<file path="src/rtl/lbc_pkg.sv">
package lbc_pkg;
  typedef enum logic [1:0] {
    MODE_DUAL       = 2'd0,
    MODE_TRIPLE     = 2'd1,
    MODE_NARROW     = 2'd2,
    MODE_NARROW_ALT = 2'd3
  } plat_mode_e;

  typedef enum logic {
    ST_IDLE = 1'b0,
    ST_EVAL = 1'b1
  } state_e;

  localparam int LINK_MAX_LANES = 4;
  localparam int SHARE_LANES    = 2;
  localparam int BPP_FLOOR      = 18;
  localparam int BPP_STEP       = 6;
  localparam int NUM_PEERS      = 2;
endpackage

</file>
<file path="src/rtl/lbc_lane_calc.sv">
module lbc_lane_calc #(
  parameter int PCLK_W = 20,
  parameter int BW_W   = 20,
  parameter int BPP_W  = 8,
  parameter int LANE_W = 4
) (
  input  logic [PCLK_W-1:0] pclk,
  input  logic [BW_W-1:0]   lane_bw,
  input  logic [BPP_W-1:0]  bpp,
  output logic [LANE_W-1:0] lanes
);
  localparam int NUM_W = PCLK_W + BPP_W;
  localparam int DEN_W = BW_W + 3;
  localparam int SUM_W = ((NUM_W > DEN_W) ? NUM_W : DEN_W) + 1;
  localparam logic [LANE_W-1:0] LMAX = {LANE_W{1'b1}};

  logic [SUM_W-1:0] den;
  logic [SUM_W-1:0] num;
  logic [SUM_W-1:0] quot;

  always_comb begin
    den  = SUM_W'({lane_bw, 3'b000});
    num  = SUM_W'(pclk) * SUM_W'(bpp) + den - SUM_W'(1);
    quot = '0;
    if (lane_bw == '0) begin
      lanes = LMAX;
    end else begin
      quot  = num / den;
      lanes = (quot > SUM_W'(LMAX)) ? LMAX : quot[LANE_W-1:0];
    end
  end
endmodule

</file>
<file path="src/rtl/lbc_peer_need.sv">
module lbc_peer_need #(
  parameter int LANE_W = 4
) (
  input  logic              en,
  input  logic              on_link,
  input  logic [LANE_W-1:0] lanes,
  output logic [LANE_W-1:0] need
);
  assign need = (en && on_link) ? lanes : '0;
endmodule

</file>
<file path="src/rtl/lbc_rules.sv">
module lbc_rules
  import lbc_pkg::*;
#(
  parameter int LANE_W = 4
) (
  input  plat_mode_e        mode,
  input  logic [1:0]        pipe,
  input  logic [LANE_W-1:0] lanes,
  input  logic [LANE_W-1:0] need_b,
  input  logic [LANE_W-1:0] need_c,
  output logic              legal
);
  localparam logic [LANE_W-1:0] MAXL = LANE_W'(LINK_MAX_LANES);
  localparam logic [LANE_W-1:0] SHRL = LANE_W'(SHARE_LANES);

  always_comb begin
    legal = 1'b0;
    if (lanes <= MAXL) begin
      case (mode)
        MODE_DUAL: legal = 1'b1;
        MODE_TRIPLE: begin
          case (pipe)
            2'd0:    legal = 1'b1;
            2'd1:    legal = (lanes <= SHRL) || (need_c == '0);
            2'd2:    legal = (lanes <= SHRL) && (need_b <= SHRL);
            default: legal = 1'b0;
          endcase
        end
        default: legal = (lanes <= SHRL);
      endcase
    end
  end
endmodule

</file>
<file path="src/rtl/lane_budget_check.sv">
module lane_budget_check
  import lbc_pkg::*;
#(
  parameter int PCLK_W = 20,
  parameter int BW_W   = 20,
  parameter int BPP_W  = 8,
  parameter int LANE_W = 4
) (
  input  logic                          clk,
  input  logic                          rst_n,
  input  logic                          req_valid,
  output logic                          req_ready,
  input  logic [1:0]                    req_pipe,
  input  logic [PCLK_W-1:0]             req_pclk,
  input  logic [BW_W-1:0]               req_lane_bw,
  input  logic [BPP_W-1:0]              req_bpp,
  input  logic [1:0]                    req_mode,
  input  logic [NUM_PEERS-1:0]          peer_en,
  input  logic [NUM_PEERS-1:0]          peer_on_link,
  input  logic [NUM_PEERS*LANE_W-1:0]   peer_lanes,
  output logic                          res_valid,
  output logic [LANE_W-1:0]             res_lanes,
  output logic [BPP_W-1:0]              res_bpp,
  output logic                          res_ok,
  output logic                          res_bw_limited,
  output logic                          res_retry
);
  localparam logic [BPP_W-1:0] FLOOR = BPP_W'(BPP_FLOOR);
  localparam logic [BPP_W-1:0] STEP  = BPP_W'(BPP_STEP);

  state_e                      state;
  plat_mode_e                  cap_mode;
  logic [1:0]                  cap_pipe;
  logic [PCLK_W-1:0]           cap_pclk;
  logic [BW_W-1:0]             cap_bw;
  logic [BPP_W-1:0]            cur_bpp;
  logic [NUM_PEERS-1:0]        cap_en;
  logic [NUM_PEERS-1:0]        cap_link;
  logic [NUM_PEERS*LANE_W-1:0] cap_lanes;
  logic                        lowered;

  logic [LANE_W-1:0] calc_lanes;
  logic [LANE_W-1:0] need [NUM_PEERS];
  logic              legal;
  logic              finish;

  assign req_ready = (state == ST_IDLE);

  lbc_lane_calc #(
    .PCLK_W(PCLK_W), .BW_W(BW_W), .BPP_W(BPP_W), .LANE_W(LANE_W)
  ) u_calc (
    .pclk(cap_pclk), .lane_bw(cap_bw), .bpp(cur_bpp), .lanes(calc_lanes)
  );

  for (genvar g = 0; g < NUM_PEERS; g++) begin : g_peer
    lbc_peer_need #(.LANE_W(LANE_W)) u_need (
      .en(cap_en[g]),
      .on_link(cap_link[g]),
      .lanes(cap_lanes[g*LANE_W +: LANE_W]),
      .need(need[g])
    );
  end

  lbc_rules #(.LANE_W(LANE_W)) u_rules (
    .mode(cap_mode), .pipe(cap_pipe), .lanes(calc_lanes),
    .need_b(need[0]), .need_c(need[1]), .legal(legal)
  );

  assign finish = legal || (cur_bpp <= FLOOR);

  always_ff @(posedge clk or negedge rst_n) begin
    if (!rst_n) begin
      state          <= ST_IDLE;
      cap_mode       <= MODE_DUAL;
      cap_pipe       <= '0;
      cap_pclk       <= '0;
      cap_bw         <= '0;
      cur_bpp        <= '0;
      cap_en         <= '0;
      cap_link       <= '0;
      cap_lanes      <= '0;
      lowered        <= 1'b0;
      res_valid      <= 1'b0;
      res_lanes      <= '0;
      res_bpp        <= '0;
      res_ok         <= 1'b0;
      res_bw_limited <= 1'b0;
      res_retry      <= 1'b0;
    end else begin
      res_valid <= 1'b0;
      case (state)
        ST_IDLE: begin
          if (req_valid) begin
            state     <= ST_EVAL;
            cap_mode  <= plat_mode_e'(req_mode);
            cap_pipe  <= req_pipe;
            cap_pclk  <= req_pclk;
            cap_bw    <= req_lane_bw;
            cur_bpp   <= req_bpp;
            cap_en    <= peer_en;
            cap_link  <= peer_on_link;
            cap_lanes <= peer_lanes;
            lowered   <= 1'b0;
          end
        end
        default: begin
          if (finish) begin
            state          <= ST_IDLE;
            res_valid      <= 1'b1;
            res_lanes      <= calc_lanes;
            res_bpp        <= cur_bpp;
            res_ok         <= legal;
            res_bw_limited <= lowered;
            res_retry      <= legal && lowered;
          end else begin
            cur_bpp <= cur_bpp - STEP;
            lowered <= 1'b1;
          end
        end
      endcase
    end
  end
endmodule

</file>
<file path="config.mk">
export PLATFORM = sky130hd
export DESIGN_NAME = lane_budget_check
export DESIGN_NICKNAME = d
export VERILOG_FILES = /design/src/rtl/lbc_pkg.sv /design/src/rtl/lbc_lane_calc.sv /design/src/rtl/lbc_peer_need.sv /design/src/rtl/lbc_rules.sv /design/src/rtl/lane_budget_check.sv
export SDC_FILE = /design/constraint.sdc
export NUM_CORES = 2
export LEC_CHECK = 0
export BUFFER_PORTS_ARGS = -buffer_cell sky130_fd_sc_hd__clkbuf_2
export CAP_MARGIN = 15
export CORE_UTILIZATION = 40
export DETAILED_ROUTE_END_ITERATION = 8
export PLACE_DENSITY = 0.51
export SETUP_SLACK_MARGIN = 0.15
export SYNTH_ARGS = -nofsm -noshare
export SYNTH_HDL_FRONTEND = slang
export SYNTH_SLANG_ARGS = --single-unit
</file>
<file path="constraint.sdc">
create_clock -name clk -period 116 [get_ports clk]
set_input_delay 11.6 -clock clk [delete_from_list [all_inputs] [get_ports clk]]
set_output_delay 11.6 -clock clk [all_outputs]
set_load 0.01 [all_outputs]
</file>
== Word level (Yosys, flattened, before mapping) ==
Index checks and enable logic that the tools add are counted.

* Add/subtract/negate cells: 3
* Multipliers: 1
* Div/mod/pow operators: 1
* Order comparisons: 5
* Equality and inequality tests: 4
* Shift-type cells: 0
* Mux-type cells: 18
* Bitwise gates (word level): 1
* Reduce and logical (&&, ||, !) cells: 14

{| class="wikitable"
|+ Operators by type and width
! operator !! number
|-
| $add 28x23->29 || 1
|-
| $div 29x23->29 || 1
|-
| $gt 29x4->1 const B || 1
|-
| $sub 29x1->29 const B || 1
|-
| $mul 20x8->28 || 1
|-
| $mux 8 || 3
|-
| $logic_not 20->1 || 1
|-
| $mux 4 || 4
|-
| $mux 1 || 9
|-
| $le 4x2->1 const B || 2
|-
| $le 8x5->1 const B || 1
|-
| $sub 8x3->8 const B || 1
|-
| $reduce_and 2->1 || 3
|-
| $eq 2x1->1 const B || 2
|-
| $le 4x3->1 const B || 1
|-
| $logic_and 1x1->1 || 4
|-
| $logic_not 2->1 || 2
|-
| $logic_not 4->1 || 1
|-
| $pmux 1 s3 || 1
|-
| $eq 2x2->1 const B || 1
|-
| $logic_or 1x1->1 || 2
|-
| $ne 2x2->1 const B || 1
|-
| $pmux 1 s2 || 1
|-
| $reduce_bool 2->1 || 1
|-
| $not 1->1 || 1
|}

* Bits in registers: 82
* Bits in latches: 0
* Memory bits (writable): 0
* Bits in read-only memories: 0
* Input port bits: 67
* Memories: 0

== Depth between registers and ports, before layout ==
* Word-level depth: 15
* Gate-level depth with buffers: 308
* Mapped depth without buffers: 287

== Cells and area by module ==
From an unflattened synthesis, not the netlist that was laid out.

* Cells, all modules: 3496
* Area, all modules: 26723.1 µm²

{| class="wikitable"
|+ By module, submodules not included
! module !! instances !! cells an instance !! area each (µm²) !! seq. area each (µm²)
|-
| lbc_lane_calc || 1 || 3139 || 23281.1 || 0.0
|-
| lane_budget_check || 1 || 339 || 3319.4 || 2052.0
|-
| lbc_rules || 1 || 10 || 72.6 || 0.0
|-
| lbc_peer_need || 2 || 4 || 25.0 || 0.0
|}

== Least setup slack after synthesis ==
OpenSTA, ideal clock, no wires.

* Path type: reg-to-reg
* From: register cur_bpp[2]
* To: register res_bpp[6]
* Setup time: 0.128 ns
* Arrival time: 60.748 ns
* Data required time: 115.872 ns
* Slack: 55.124 ns
* Stages on the path, launching flop included: 279
* Period minus slack after synthesis: 60.876 ns
* Path through: dfrtp_1 > clkbuf_1 > nand2_1 > fa_1 > inv_1 > fa_1 > fa_1 > fa_1 > inv_1 > fa_1 > inv_1 > ha_1 > and3_1 > a221oi_1 > a2bb2oi_1 > or2_0 > clkbuf_1 > a311o_1 > [243 not listed] > a21oi_1 > nor2b_1 > o21ai_0 > nand2b_1 > a21oi_1 > nor2b_1 > o21ai_0 > nand2b_1 > a21oi_1 > nor4_1 > a211oi_1 > nand3_1 > a211oi_1 > o2111ai_1 > a21oi_2 > o21ai_2 > buf_4 > mux2_1

* Word-level cells in the longest chain between the ends: 14

{| class="wikitable"
|+ Ends and longest elaborated chain
! what !! RTL line !! source
|-
| start: declaration || lane_budget_check.sv:36 || <nowiki>logic [BPP_W-1:0] cur_bpp;</nowiki>
|-
| start signal: assignment || lane_budget_check.sv:99 || <nowiki>cur_bpp <= req_bpp;</nowiki>
|-
| start signal: assignment || lane_budget_check.sv:116 || <nowiki>cur_bpp <= cur_bpp - STEP;</nowiki>
|-
| $mul 20x8->28 || lbc_lane_calc.sv:23 || <nowiki>num = SUM_W'(pclk) * SUM_W'(bpp) + den - SUM_W'(1);</nowiki>
|-
| $add 28x23->29 || lbc_lane_calc.sv:23 ||
|-
| $sub 29x1->29 || lbc_lane_calc.sv:23 ||
|-
| $div 29x23->29 || lbc_lane_calc.sv:28 || <nowiki>quot = num / den;</nowiki>
|-
| $gt 29x4->1 || lbc_lane_calc.sv:29 || <nowiki>lanes = (quot > SUM_W'(LMAX)) ? LMAX : quot[LANE_W-1:0];</nowiki>
|-
| $mux 4 || lbc_lane_calc.sv:29 ||
|-
| $mux 4 || lbc_lane_calc.sv:25 || <nowiki>if (lane_bw == '0) begin</nowiki>
|-
| $le 4x2->1 || lbc_rules.sv:24, lbc_rules.sv:25, lbc_rules.sv:29 ||
|-
| $logic_and 1x1->1 or $logic_or 1x1->1 (tied branches) || lbc_rules.sv:25, lbc_rules.sv:24 ||
|-
| $pmux 1 s3 || lbc_rules.sv:22 || <nowiki>case (pipe)</nowiki>
|-
| $pmux 1 s2 || lbc_rules.sv:19 || <nowiki>case (mode)</nowiki>
|-
| $mux 1 || lbc_rules.sv:18 || <nowiki>if (lanes <= MAXL) begin</nowiki>
|-
| $logic_or 1x1->1 * || lane_budget_check.sv:69 || <nowiki>assign finish = legal || (cur_bpp <= FLOOR);</nowiki>
|-
| $reduce_and 2->1 (no line) * || - ||
|-
| end signal: assignment || lane_budget_check.sv:111 || <nowiki>res_bpp <= cur_bpp;</nowiki>
|-
| end: declaration || lane_budget_check.sv:23 || <nowiki>output logic [BPP_W-1:0] res_bpp,</nowiki>
|}

Every way passes the cells marked *; elsewhere a longest branch is shown, timed or not.
A chain may end at the register's enable or synchronous reset.

== Worst setup path in the final report ==
* From: register cur_bpp[2]
* To: register res_bpp[5]

The elaborated chain is that of the path after synthesis.

==> impl_metrics.yaml <==
run_status:
  status: "finished, violations left"
  violations: "design-rule violations"
layout:
  fillCellCount: 6705
  stdcell_area_um2: 28290
  syn_to_final_growth_pct: 6.325
  seqCellArea_um2: 2052
  antenna_cells: 0
  drive_gt1_share_pct: 9.369
  fin_nets: 4130
  multi_input_comb_area_um2: 23220
placed_design:
  place_area_um2: 28010
  place_hpwl_mm: 74.10
  gp_congestion: 0.9519
  port-buffer-count: 83
logic_synthesis:
  syn_inst: 3500
  yosys_warnings: 0
  synth_seq_area_share_pct: 7.713
  syn_area_um2: 26610
  synth_top_area_cell: "ha_1"
  synth_seq_cells: 82
  synth.top_cell.area_share_pct: 18.91
  synth_edf_count: 0
  synth_ff_type: "dfrtp_1"
  ys_types: 100
  synth_fp_nets: 4102
  async_flop_share_pct: 100.0
  synth.avg_cell_area_um2: 7.602
  synth.area.top_cells: "ha_1, fa_1, dfrtp_1"
job:
  maxCapViolCount: 0
detailed_routing:
  first_iter_violations: 1810
  vias_per_cell: 5.886
  drcViolationCount: 2
  detail_route.wl_per_cell_um: 20.90
  postRouteAntennaNets: 0
  num_vias: 25880
  firstDrtPassIters: 8
  drt-total-wl_mm: 91.92
cts:
  ctsHtreeMaxLevel: 3
  cts_inserted_buffers: 9
  clockBufferDepth: 2
  clk_latency_ns: 0.37
  ctsHoldBuffers: 0
  clock_tree.root_cell: "clkbuf_16"
  cts.sinks: 82
  post_cts_buffers: 0
  postCtsResizedCells: 0
  cts_tree: "built"
  clk_pin_slew_ns: 0.06
sta:
  finalCritPeriodShare_pct: 60.95
  worstMarginPinSlew_ns: 1.146
  finalCriticalPeriod_ns: 70.70
  clock_skew_ns: 0.01129
  setup_viol: 0
  rsz0062_at_grt: "no"
  setup_tns_ns: 0
  maxSlewViolCount: 0
  max-slew-margin-rel_pct: 23.13
  hold_viol_final: 0
  max_freq_ghz: 0.01414
min_path:
  min-delay-start: "cap_lanes[4]"
  hold_path.class: "flip-flop to flip-flop"
  hold_depth: 2
worst_setup_path:
  critical_path.startpoint: "cur_bpp[2]"
  path_max_fanout: 33
  criticalPathCategory: "flip-flop to flip-flop"
  ff2ff_path_depth: 266
  crit_required_ns: 116.24
  critPathMaxStageDelay_ns: 0.98
  crit_top_cell: "a21oi_1"
  cp-start-kind: "flip-flop"
  critPathSlowestCell: "o31ai_2"
  cp.arrival_ns: 70.94
  crit_path_end_kind: "flip-flop"
  worstReg2RegStart: "cur_bpp[2]"
floorplan:
  start_util_pct: 40.47
  die_x_um: 259.9
  io_pins: 84
  die_h_um: 259.9
  fp.dieArea_um2: 67550
  core-area_um2: 65750
  row_count: 94
global_routing:
  grt_pass1_wl_mm: 143.9
  grt_use_total_pct: 27.05
  grt_start_max_net_pins: 85
  grt_pass1_vias: 25550
  antenna_found_initial: 1
  grt-ovfl-total: 0
[per-layer routing]
layer  GRT usage, %  wire [µm]  vias to the layer above
met4          8.023       2892                        0
met3          2.388       4139                      144
met1          37.46      43000                    12420
met2          44.39      41890                      718
met5              0          0                        -
li1               -          -                    12600
[cell families after synthesis]
logic type | share of synthesized area, %
muxes | 6.283
and+or+nand+nor | 22.03
DFF | 7.713
AOI/OAI and AO/OA | 23.43
adders and majority gates | 28.91
xor gates and xnor gates | 6.518
buffers and inverters | 5.112
[layout by cell type, fill, tap and decap left out, types with 80 or more instances in the layout]
cell type	n
nor2_1	300
o21a_1	111
mux2_2	119
xnor2_1	120
and2_1	91
nor3_1	109
a21o_1	80
clkbuf_2	82
inv_1	251
ha_1	402
dfrtp_1	82
nand2_1	454
a21oi_1	241
o21ai_0	152
fa_1	133
[synthesized netlist by cell type (35+ instances only)]
master / instances
ha_1: 402
nand2b_1: 35
a21o_1: 80
a31oi_1: 42
a21oi_1: 241
xor2_1: 78
and2_1: 91
xnor2_1: 120
o211ai_1: 40
nor3_1: 109
o21ai_0: 153
inv_1: 251
nor2_1: 301
nand3_1: 63
mux2_2: 119
dfrtp_1: 82
clkbuf_1: 100
fa_1: 133
nor2b_1: 36
o21a_1: 111
nand2_1: 454
[area by class of cell]
cell class / count / share of cell area, %
clock inverter: 6 / 0.1725
inverter: 252 / 3.344
sequential: 82 / 7.254
clock buffer: 10 / 0.8094
tap: 864 / 3.821
timing repair buffer: 122 / 2.512
multi-input combinational: 3061 / 82.09
[state kept, by name, indices dropped and copies added, names as in the netlist]
| name | cells |
|---|---|
| cap_bw | 20 |
| cap_en | 2 |
| cap_lanes | 8 |
| cap_link | 2 |
| cap_mode | 2 |
| cap_pclk | 20 |
| cap_pipe | 2 |
| cur_bpp | 8 |
| lowered | 1 |
| res_bpp | 8 |
| res_bw_limited | 1 |
| res_lanes | 4 |
| res_ok | 1 |
| res_retry | 1 |
| res_valid | 1 |
| state | 1 |
[stage by stage]
step	cells	util [%]	setup slack, ns	hold slack (ns)
floorplan	3500	-	55.12	0.4370
global placement	4381	42.60	47.80	0.4572
detailed placement	4381	42.60	46.25	0.4630
CTS	4397	43.03	45.99	0.4804
global route	4397	43.03	39.72	0.5091
finish	4397	43.03	45.30	0.4770
[critical path: cells and delay by family (launching register included)]
kind / cells / cell delay (ns)
buf+inv: 21 / 4.22
flops: 1 / 0.91
mux: 11 / 4.11
fa+ha+maj: 32 / 11.09
compound gates: 142 / 35.62
simple gates: 60 / 14.54
[worst paths after layout]
check,end,slack (ns)
setup / recovery,res_bpp[5],45.30
hold / removal,cap_lanes[4],0.48
setup reg to reg,res_bpp[5],45.30
hold reg to reg,cap_lanes[4],0.48
max in group asynchronous,cap_en[0],103.73
min in group asynchronous,cap_pclk[13],11.16
Power is left out: the tool's default activity adds up to more than one toggle a clock period on the data nets, which glitch-free logic cannot reach.
